## config.mk

```make
export PLATFORM = sky130hd
export DESIGN_NAME = alu8_acc
export DESIGN_NICKNAME = d
export VERILOG_FILES = /design/src/rtl/alu8_pkg.sv /design/src/rtl/alu8_opnd_sel.sv /design/src/rtl/alu8_addsub.sv /design/src/rtl/alu8_bitops.sv /design/src/rtl/alu8_flag_upd.sv /design/src/rtl/alu8_acc.sv
export SDC_FILE = /design/constraint.sdc
export NUM_CORES = 1
export LEC_CHECK = 0
export BUFFER_PORTS_ARGS = -buffer_cell sky130_fd_sc_hd__buf_2
export CAP_MARGIN = 40
export CORE_AREA = 2 2 83 117
export DETAILED_ROUTE_END_ITERATION = 8
export DIE_AREA = 0 0 85 119
export PLACE_DENSITY_LB_ADDON = 0.1
export SETUP_SLACK_MARGIN = 0.2
export SYNTH_ARGS = -nofsm -noshare
export SYNTH_HDL_FRONTEND = slang
export SYNTH_SLANG_ARGS = --single-unit
```

## constraint.sdc

```tcl
create_clock -name clk -period 3.3 [get_ports clk]
set_input_delay 0.33 -clock clk [delete_from_list [all_inputs] [get_ports clk]]
set_output_delay 0.33 -clock clk [all_outputs]
set_load 0.05 [all_outputs]
```

## src/rtl/alu8_pkg.sv

```systemverilog
package alu8_pkg;

  typedef enum logic [3:0] {
    OP_ADD  = 4'd0,
    OP_SUB  = 4'd1,
    OP_AND  = 4'd2,
    OP_OR   = 4'd3,
    OP_XOR  = 4'd4,
    OP_COM  = 4'd5,
    OP_INC  = 4'd6,
    OP_DEC  = 4'd7,
    OP_RLC  = 4'd8,
    OP_RRC  = 4'd9,
    OP_SWAP = 4'd10,
    OP_CLR  = 4'd11,
    OP_MOV  = 4'd12
  } alu_op_e;

  localparam logic [3:0] OP_LAST_LEGAL = 4'd12;

  typedef struct packed {
    logic z;
    logic dc;
    logic c;
  } alu_flags_t;

  // Single-operand codes choose between file (0) and W (1).
  function automatic logic op_is_single(input logic [3:0] op);
    return (op >= OP_COM) && (op <= OP_SWAP);
  endfunction

  function automatic logic op_is_legal(input logic [3:0] op);
    return op <= OP_LAST_LEGAL;
  endfunction

  function automatic logic op_is_arith(input logic [3:0] op);
    return (op == OP_ADD) || (op == OP_SUB);
  endfunction

endpackage

```

## src/rtl/alu8_opnd_sel.sv

```systemverilog
module alu8_opnd_sel
  import alu8_pkg::*;
#(
  parameter int WIDTH = 8
) (
  input  logic [3:0]       op_code,
  input  logic             b_sel,
  input  logic [WIDTH-1:0] w_in,
  input  logic [WIDTH-1:0] f_in,
  input  logic [WIDTH-1:0] k_in,
  output logic [WIDTH-1:0] opnd
);

  logic single_op;

  always_comb begin
    single_op = op_is_single(op_code);
    if (!b_sel) begin
      opnd = f_in;
    end else if (single_op) begin
      opnd = w_in;
    end else begin
      opnd = k_in;
    end
  end

endmodule

```

## src/rtl/alu8_addsub.sv

```systemverilog
module alu8_addsub #(
  parameter int WIDTH = 8
) (
  input  logic             sub_en,
  input  logic [WIDTH-1:0] w_val,
  input  logic [WIDTH-1:0] b_val,
  output logic [WIDTH-1:0] sum,
  output logic             c_out,
  output logic             dc_out
);

  localparam int NIB = WIDTH / 2;

  logic [WIDTH-1:0] w_eff;
  logic [WIDTH:0]   full_sum;
  logic [NIB:0]     low_sum;

  always_comb begin
    // Subtract is B + ~W + 1, so carry out means no borrow.
    w_eff    = sub_en ? ~w_val : w_val;
    full_sum = {1'b0, b_val} + {1'b0, w_eff} + {{WIDTH{1'b0}}, sub_en};
    low_sum  = {1'b0, b_val[NIB-1:0]} + {1'b0, w_eff[NIB-1:0]} + {{NIB{1'b0}}, sub_en};
    sum      = full_sum[WIDTH-1:0];
    c_out    = full_sum[WIDTH];
    dc_out   = low_sum[NIB];
  end

endmodule

```

## src/rtl/alu8_bitops.sv

```systemverilog
module alu8_bitops
  import alu8_pkg::*;
#(
  parameter int WIDTH = 8
) (
  input  logic [3:0]       op_code,
  input  logic [WIDTH-1:0] w_val,
  input  logic [WIDTH-1:0] b_val,
  input  logic             c_in,
  output logic [WIDTH-1:0] res,
  output logic             rot_c
);

  localparam int HALF = WIDTH / 2;

  logic [WIDTH-1:0] swapped;

  for (genvar i = 0; i < HALF; i++) begin : g_swap
    assign swapped[i]      = b_val[i+HALF];
    assign swapped[i+HALF] = b_val[i];
  end

  always_comb begin
    case (op_code)
      OP_AND:  res = w_val & b_val;
      OP_OR:   res = w_val | b_val;
      OP_XOR:  res = w_val ^ b_val;
      OP_COM:  res = ~b_val;
      OP_INC:  res = b_val + WIDTH'(1);
      OP_DEC:  res = b_val - WIDTH'(1);
      OP_RLC:  res = {b_val[WIDTH-2:0], c_in};
      OP_RRC:  res = {c_in, b_val[WIDTH-1:1]};
      OP_SWAP: res = swapped;
      OP_MOV:  res = b_val;
      default: res = '0;
    endcase
    rot_c = (op_code == OP_RLC) ? b_val[WIDTH-1] : b_val[0];
  end

endmodule

```

## src/rtl/alu8_flag_upd.sv

```systemverilog
module alu8_flag_upd
  import alu8_pkg::*;
#(
  parameter int WIDTH = 8
) (
  input  logic [3:0]       op_code,
  input  logic [WIDTH-1:0] res,
  input  logic             arith_c,
  input  logic             arith_dc,
  input  logic             rot_c,
  input  alu_flags_t       flags_q,
  output alu_flags_t       flags_d
);

  logic res_zero;

  always_comb begin
    res_zero = (res == '0);
    flags_d  = flags_q;
    case (op_code)
      OP_ADD, OP_SUB: begin
        flags_d.z  = res_zero;
        flags_d.dc = arith_dc;
        flags_d.c  = arith_c;
      end
      OP_AND, OP_OR, OP_XOR, OP_COM, OP_INC, OP_DEC, OP_MOV: begin
        flags_d.z = res_zero;
      end
      OP_CLR: begin
        flags_d.z = 1'b1;
      end
      OP_RLC, OP_RRC: begin
        flags_d.c = rot_c;
      end
      default: begin
        flags_d = flags_q;
      end
    endcase
  end

endmodule

```

## src/rtl/alu8_acc.sv

```systemverilog
module alu8_acc
  import alu8_pkg::*;
#(
  parameter int WIDTH = 8
) (
  input  logic             clk,
  input  logic             rst_n,
  input  logic             op_valid,
  input  logic [3:0]       op_code,
  input  logic             b_sel,
  input  logic             dest_sel,
  input  logic [WIDTH-1:0] w_in,
  input  logic [WIDTH-1:0] f_in,
  input  logic [WIDTH-1:0] k_in,
  output logic [WIDTH-1:0] res_out,
  output logic             res_dest,
  output logic             res_valid,
  output logic             z_flag,
  output logic             dc_flag,
  output logic             c_flag
);

  logic [WIDTH-1:0] opnd;
  logic [WIDTH-1:0] as_sum;
  logic [WIDTH-1:0] bo_res;
  logic [WIDTH-1:0] res_d;
  logic             as_c;
  logic             as_dc;
  logic             bo_c;
  logic             upd_en;
  alu_flags_t       flg_q;
  alu_flags_t       flg_d;

  alu8_opnd_sel #(.WIDTH(WIDTH)) u_opnd (
    .op_code (op_code),
    .b_sel   (b_sel),
    .w_in    (w_in),
    .f_in    (f_in),
    .k_in    (k_in),
    .opnd    (opnd)
  );

  alu8_addsub #(.WIDTH(WIDTH)) u_addsub (
    .sub_en (op_code == OP_SUB),
    .w_val  (w_in),
    .b_val  (opnd),
    .sum    (as_sum),
    .c_out  (as_c),
    .dc_out (as_dc)
  );

  alu8_bitops #(.WIDTH(WIDTH)) u_bitops (
    .op_code (op_code),
    .w_val   (w_in),
    .b_val   (opnd),
    .c_in    (flg_q.c),
    .res     (bo_res),
    .rot_c   (bo_c)
  );

  always_comb begin
    res_d  = op_is_arith(op_code) ? as_sum : bo_res;
    upd_en = op_valid && op_is_legal(op_code);
  end

  alu8_flag_upd #(.WIDTH(WIDTH)) u_flags (
    .op_code  (op_code),
    .res      (res_d),
    .arith_c  (as_c),
    .arith_dc (as_dc),
    .rot_c    (bo_c),
    .flags_q  (flg_q),
    .flags_d  (flg_d)
  );

  always_ff @(posedge clk or negedge rst_n) begin
    if (!rst_n) begin
      res_valid <= 1'b0;
      res_out   <= '0;
      res_dest  <= 1'b0;
      flg_q     <= '0;
    end else begin
      res_valid <= upd_en;
      if (upd_en) begin
        res_out  <= res_d;
        res_dest <= dest_sel;
        flg_q    <= flg_d;
      end
    end
  end

  assign z_flag  = flg_q.z;
  assign dc_flag = flg_q.dc;
  assign c_flag  = flg_q.c;

endmodule

```

# After elaboration in Yosys (flattened, before gate mapping)
# Index checks and enable logic that the tools add are counted.
# op_classes
add_sub_neg	6
n_lt_le_gt_ge	3
eq_ne	12
mux	8
n_bitwise	5
n_reduce_logical	13
# ops
operator	count
$pmux W8 S10	1
$mux W8	4
$eq A4 B4 Y1 const B	5
$eq A4 B3 Y1 const B	4
$not A8 Y8	2
$add A8 B8 Y9	1
$add A9 B1 Y9	1
$reduce_or A9 Y1	1
$add A8 B1 Y8 const B	1
$and A8 B8 Y8	1
$eq A4 B2 Y1 const B	2
$le A4 B4 Y1 const B	2
$logic_not A8 Y1	1
$or A8 B8 Y8	1
$sub A8 B1 Y8 const B	1
$xor A8 B8 Y8	1
$reduce_and A2 Y1	3
$add A4 B4 Y5	1
$add A5 B1 Y5	1
$eq A4 B1 Y1 const B	1
$ge A4 B3 Y1 const B	1
$logic_not A4 Y1	1
$pmux W1 S2	2
$reduce_bool A2 Y1	2
other kinds (4)	6
# totals
regBits	13
out_inout_bits	13
wordCells	53

# Longest topological paths before layout
# logic_depth
word_depth	9
depth_mapped	17

# Modules after synthesis
# A second synthesis with hierarchy kept.
# unflattened
cells_unflattened	339
area_unflattened_um2	2778.9
# by_module_without_submodules
mod	instances	cells_each	area_per_inst_um2	seq_area_each_um2
alu8_bitops	1	187	1335.0	0.0
alu8_acc	1	39	596.8	325.3
alu8_addsub	1	48	404.1	0.0
alu8_opnd_sel	1	49	334.1	0.0
alu8_flag_upd	1	16	108.9	0.0

# Worst setup path after synthesis
# No wires, ideal clock.
# synth_path
kind	input to register
startpoint	input op_code[3]
endpoint	register flg_q (netlist bit z_flag)
setup_time_ns	0.066
t_arrival_ns	3.368
t_required_ns	3.234
slack_ns	-0.134
path_stages	17
path_cell_list	buf_4 nor2b_1 buf_6 a22oi_4 mux2i_1 a21oi_1 inv_1 ha_1 nor2b_1 a31o_2 a22oi_1 o32ai_1 a211o_1 a2111oi_0 o211ai_1 nor4_1 a31o_1
# synth_via
elab_chain_len	9
elab_cells_between_ends	37
cone_classes	add/sub: 4; order compare: 3; eq/ne: 12; mux: 6; bitwise: 4; reduce/logical: 8
# synth_lines
item	line	source
from (decl)	alu8_acc.sv:9	input logic [3:0] op_code,
$ge A4 B3 Y1 or $le A4 B4 Y1 (tied branches)	alu8_pkg.sv:29	return (op >= OP_COM) && (op <= OP_SWAP);
$logic_and A1 B1 Y1	alu8_pkg.sv:29	
$mux W8	alu8_opnd_sel.sv:20	end else if (single_op) begin
$mux W8	alu8_opnd_sel.sv:18	if (!b_sel) begin
$add A8 B8 Y9, or another cell as far along	alu8_addsub.sv:21	full_sum = {1'b0, b_val} + {1'b0, w_eff} + {{WIDTH{1'b0}}, sub_en};
$add A9 B1 Y9 or $pmux W8 S10 (tied branches)	alu8_addsub.sv:21, alu8_bitops.sv:24	
$mux W8	alu8_acc.sv:62	res_d = op_is_arith(op_code) ? as_sum : bo_res;
$logic_not A8 Y1	alu8_flag_upd.sv:18	res_zero = (res == '0);
$pmux W1 S2	alu8_flag_upd.sv:20	case (op_code)
to (signal assigned)	alu8_acc.sv:87	flg_q <= flg_d;
to (decl)	alu8_acc.sv:31	alu_flags_t flg_q;
# Several ways; a longest one is shown, not always the timed one.
# A chain may end at the register's enable or synchronous reset.

# Final worst setup path
# layout_path
startpoint	input op_code[1]
endpoint	register res_out[5]
# layout_via
elab_chain_len	7
elab_cells_between_ends	31
cone_classes	add/sub: 4; order compare: 3; eq/ne: 11; mux: 5; bitwise: 4; reduce/logical: 4
# layout_lines
item	line	source
$ge A4 B3 Y1 or $le A4 B4 Y1 (tied branches)	alu8_pkg.sv:29	
$logic_and A1 B1 Y1	alu8_pkg.sv:29	
$mux W8	alu8_opnd_sel.sv:20	
$mux W8	alu8_opnd_sel.sv:18	
$add A8 B8 Y9, or another cell as far along	alu8_addsub.sv:21	
$add A9 B1 Y9 or $pmux W8 S10 (tied branches)	alu8_addsub.sv:21, alu8_bitops.sv:24	
$mux W8	alu8_acc.sv:62	
to (signal assigned)	alu8_acc.sv:85	res_out <= res_d;
to (decl)	alu8_acc.sv:15	output logic [WIDTH-1:0] res_out,
# Several ways; a longest one is shown, not always the timed one.

==> qor.txt <==
Final Max Tran Viols = 0
Routed vias = 3265
Antenna violations before repair = 0
P_int = 730 uW
Final period util = 95.8%
Most frequent cells in the layout = buf_4 (82), buf_2 (41), nand2_1 (30)
Syn nets = 411
Layout Cells excl Fill = 583
Clock share of power = 17.4%
Largest net degree at the start of global routing = 24
Synth warn = 0
First-pass GRT wire length = 17300 um
Placement Cell Area = 3600 um2
Slowest stage delay, CP = 0.30 ns
Hold WC Path Type = input pin to register
Pwr/cell area = 318 nW/um2
CTS tree = yes
Gr ovfl total = 0
CP max FO = 5
Post-DP HPWL = 8900 um
Number of synthesized flops with an enable pin = 0
CP bufs+invs = 3
Crit start category = input pin
Initial Utilization = 29.1%
Vias in the first global route = 3268
Worst hold path cell count = 3
#FFs+latches synth = 13
Distinct cell type count after synthesis = 72
Seq pwr share = 16.1%
Gpl congestion = 0.875
Routed WL per cell = 18.9 um
Vias per cell = 5.60
Max-Cap Viols = 0
Post-route ant nets = 0
Area Overhead vs Synth = 53.6%
Switching power = 576 uW
CP delay by family, top = compound AO/OA/AOI/OAI gates
CORE AREA = 9200 um2
RSZ-0062 raised after global routing = yes
Mean Syn Cell Area = 7.57 um2
N_diodes = 0
Fin. Hold Viols = 0
Sw frac = 44.1%
GRT Util Overall = 21.6%
DRC = 0
I/O Pins = 46
Async SR Flop Fraction = 100%
Clk slew on worst S/H paths = 0.04 ns
Initial DRC Count = 170
R2R cell count = 7
Final #Nets = 532
First-pass DRT Iterations = 4
Slowest CP cell = a22oi_4
Post-synthesis cell area = 2670 um2
Post-Place Cells = 565
Site Rows = 42
Total CTS buffers = 3
Routed WL = 11000 um
Full die area = 10100 um2
# setup viols final = 0
CP Cell Sequence = buf_8 -> or2_4 -> a22oi_4 -> mux2i_2 -> a21oi_2 -> buf_4 -> ha_4 -> nor2_1 -> mux2i_1 -> nor2_1 -> a311oi_1 -> o21ai_1 -> a211oi_2 -> o211ai_1 -> buf_4 -> mux2_4
Clk_skew = 0.00139 ns
Levels on crit path = 16
Clock Sink Count = 13
Port-buffer cells = 45
Final period demand of the worst path = 3.16 ns
Outcome = finished clean
Seq/Total Area, Yosys = 12.2%
# H-tree levels = 1
Slew @ Worst Pin = 0.782 ns
Crit path capture type = register
Peak VDD IR = 0.399 mV
Horiz. Die Dim = 85 um
Cell count after synthesis = 353
Pre-CTS WS = -0.305 ns
Clock latency on the worst-skew pair = 0.24 ns
CP arrival = 3.29 ns
Layout cells sized above 1 = 44.2%
Post-route design area = 4110 um2
Worst Setup Slack, final = 0.138 ns
CP Class = input pin to register
Commonest non-fill, non-tap cell in the layout = buf_4
Clock root buffer = clkbuf_16
Overall power = 1310 uW
Fmax = 0.316 GHz
Clock tree buffer depth = 2
Main flop type after synthesis = dfrtp_1
Relative slew slack = 47.5%
Worst EP required = 3.42 ns
Die Ht = 119 um
Combinational share of power = 66.5%
Leakage = 0.00182 uW
[area by class of cell]
class,instances,area [um2]
Sequential cell,13,325
Multi-Input combinational cell,299,2510
Inverter,20,75.1
Clock buffer,4,78.8
Timing Repair Buffer,137,981
Fill cell,951,5090
Tap cell,110,138
[cell families (layout without fill, tap and decap cells)]
family	Yosys count	in the layout	share of synthesized area [%]
AND/OR/NAND/NOR	129	129	25.0
AO/OA/AOI/OAI	114	114	32.3
buffers and inverters	41	161	7.35
adder cells (fa/ha/maj)	25	25	12.3
XOR/XNOR	18	18	5.90
multiplexers	13	13	5.06
flip-flops	13	13	12.2
[routing by layer]
| metal | track usage [%] | vias to the layer above | routed length, um |
|---|---|---|---|
| met5 | 0 | - | 0 |
| met4 | 11.2 | 0 | 595 |
| met3 | 2.56 | 35 | 542 |
| met2 | 38.4 | 105 | 5690 |
| met1 | 24.9 | 1567 | 4200 |
| li1 | - | 1558 | - |
[registers in the layout, summed over array words and instances (netlist names)]
name,count
dc_flag,1
res_dest,1
res_valid,1
c_flag,1
res_out,8
z_flag,1
[worst register-to-register path, cell delays in order (launching register included)]
cell	delay, ns
dfrtp_1	0.42
a32oi_1	0.18
o311a_1	0.18
o211ai_1	0.08
a211oi_1	0.27
o2111ai_1	0.20
nor4_2	0.25
a31o_1	0.17
[synth_stat cells (5+ instances only)]
master     n  area, um2
ha_1      23        288
xor2_1     6       52.6
nand2_1   31        116
buf_2      6       30.0
o21ai_0   22        110
nor2b_1   13       81.3
xnor2_1   12        105
nand3_1    7       35.0
a21oi_1   18       90.1
nor2_1    27        101
nor3_1     8       40.0
mux2i_1    9       90.1
buf_4      7       52.6
o211ai_1   5       37.5
o22ai_1    5       31.3
clkbuf_1   5       18.8
o221ai_1   5       43.8
a31oi_1    7       43.8
inv_1     18       67.6
a22oi_1    6       45.0
dfrtp_1   13        325
nand2b_1   8       50.1
[through the flow]
stage / setup TNS (ns) / util, % / hold slack, ns
3_3_place_gp: -1.38 / 39.0 / 0.231
3_5_place_dp: -1.41 / 39.1 / 0.227
2_1_floorplan: 0 / - / 0.0344
4_1_cts: 0 / 42.1 / 0.283
5_1_grt: 0 / 44.6 / 0.288
6_report: 0 / 44.6 / 0.279
[power groups by stage]
stage / sequential (uW) / combinational (uW) / clock, uW
floorplan: 325 / 366 / 0
global placement: 213 / 768 / 0
detailed placement: 214 / 769 / 0
CTS: 211 / 813 / 231
global route: 216 / 934 / 243
finish: 211 / 869 / 227
[path summary, 6_finish.rpt]
check / slack, ns / from / to
max: 0.14 / op_code[1] / res_out[5]$_DFFE_PN0P_
min: 0.28 / dest_sel / res_dest$_DFFE_PN0P_
max reg2reg: 1.49 / c_flag$_DFFE_PN0P_ / z_flag$_DFFE_PN0P_
min reg2reg: 0.47 / res_dest$_DFFE_PN0P_ / res_dest$_DFFE_PN0P_
max in group asynchronous: 2.56 / rst_n / res_valid$_DFF_PN0_
min in group asynchronous: 0.51 / rst_n / res_out[2]$_DFFE_PN0P_
[repair_timing]
item	CTS	global route
buffers inserted	4	9
hold endpoints to repair	13	0
gates resized for setup	30	37
hold buffers	1	0
endpoints found under the setup margin	7	7
pin swaps	14	25
No activity file was read; power rests on OpenSTA's default activity.
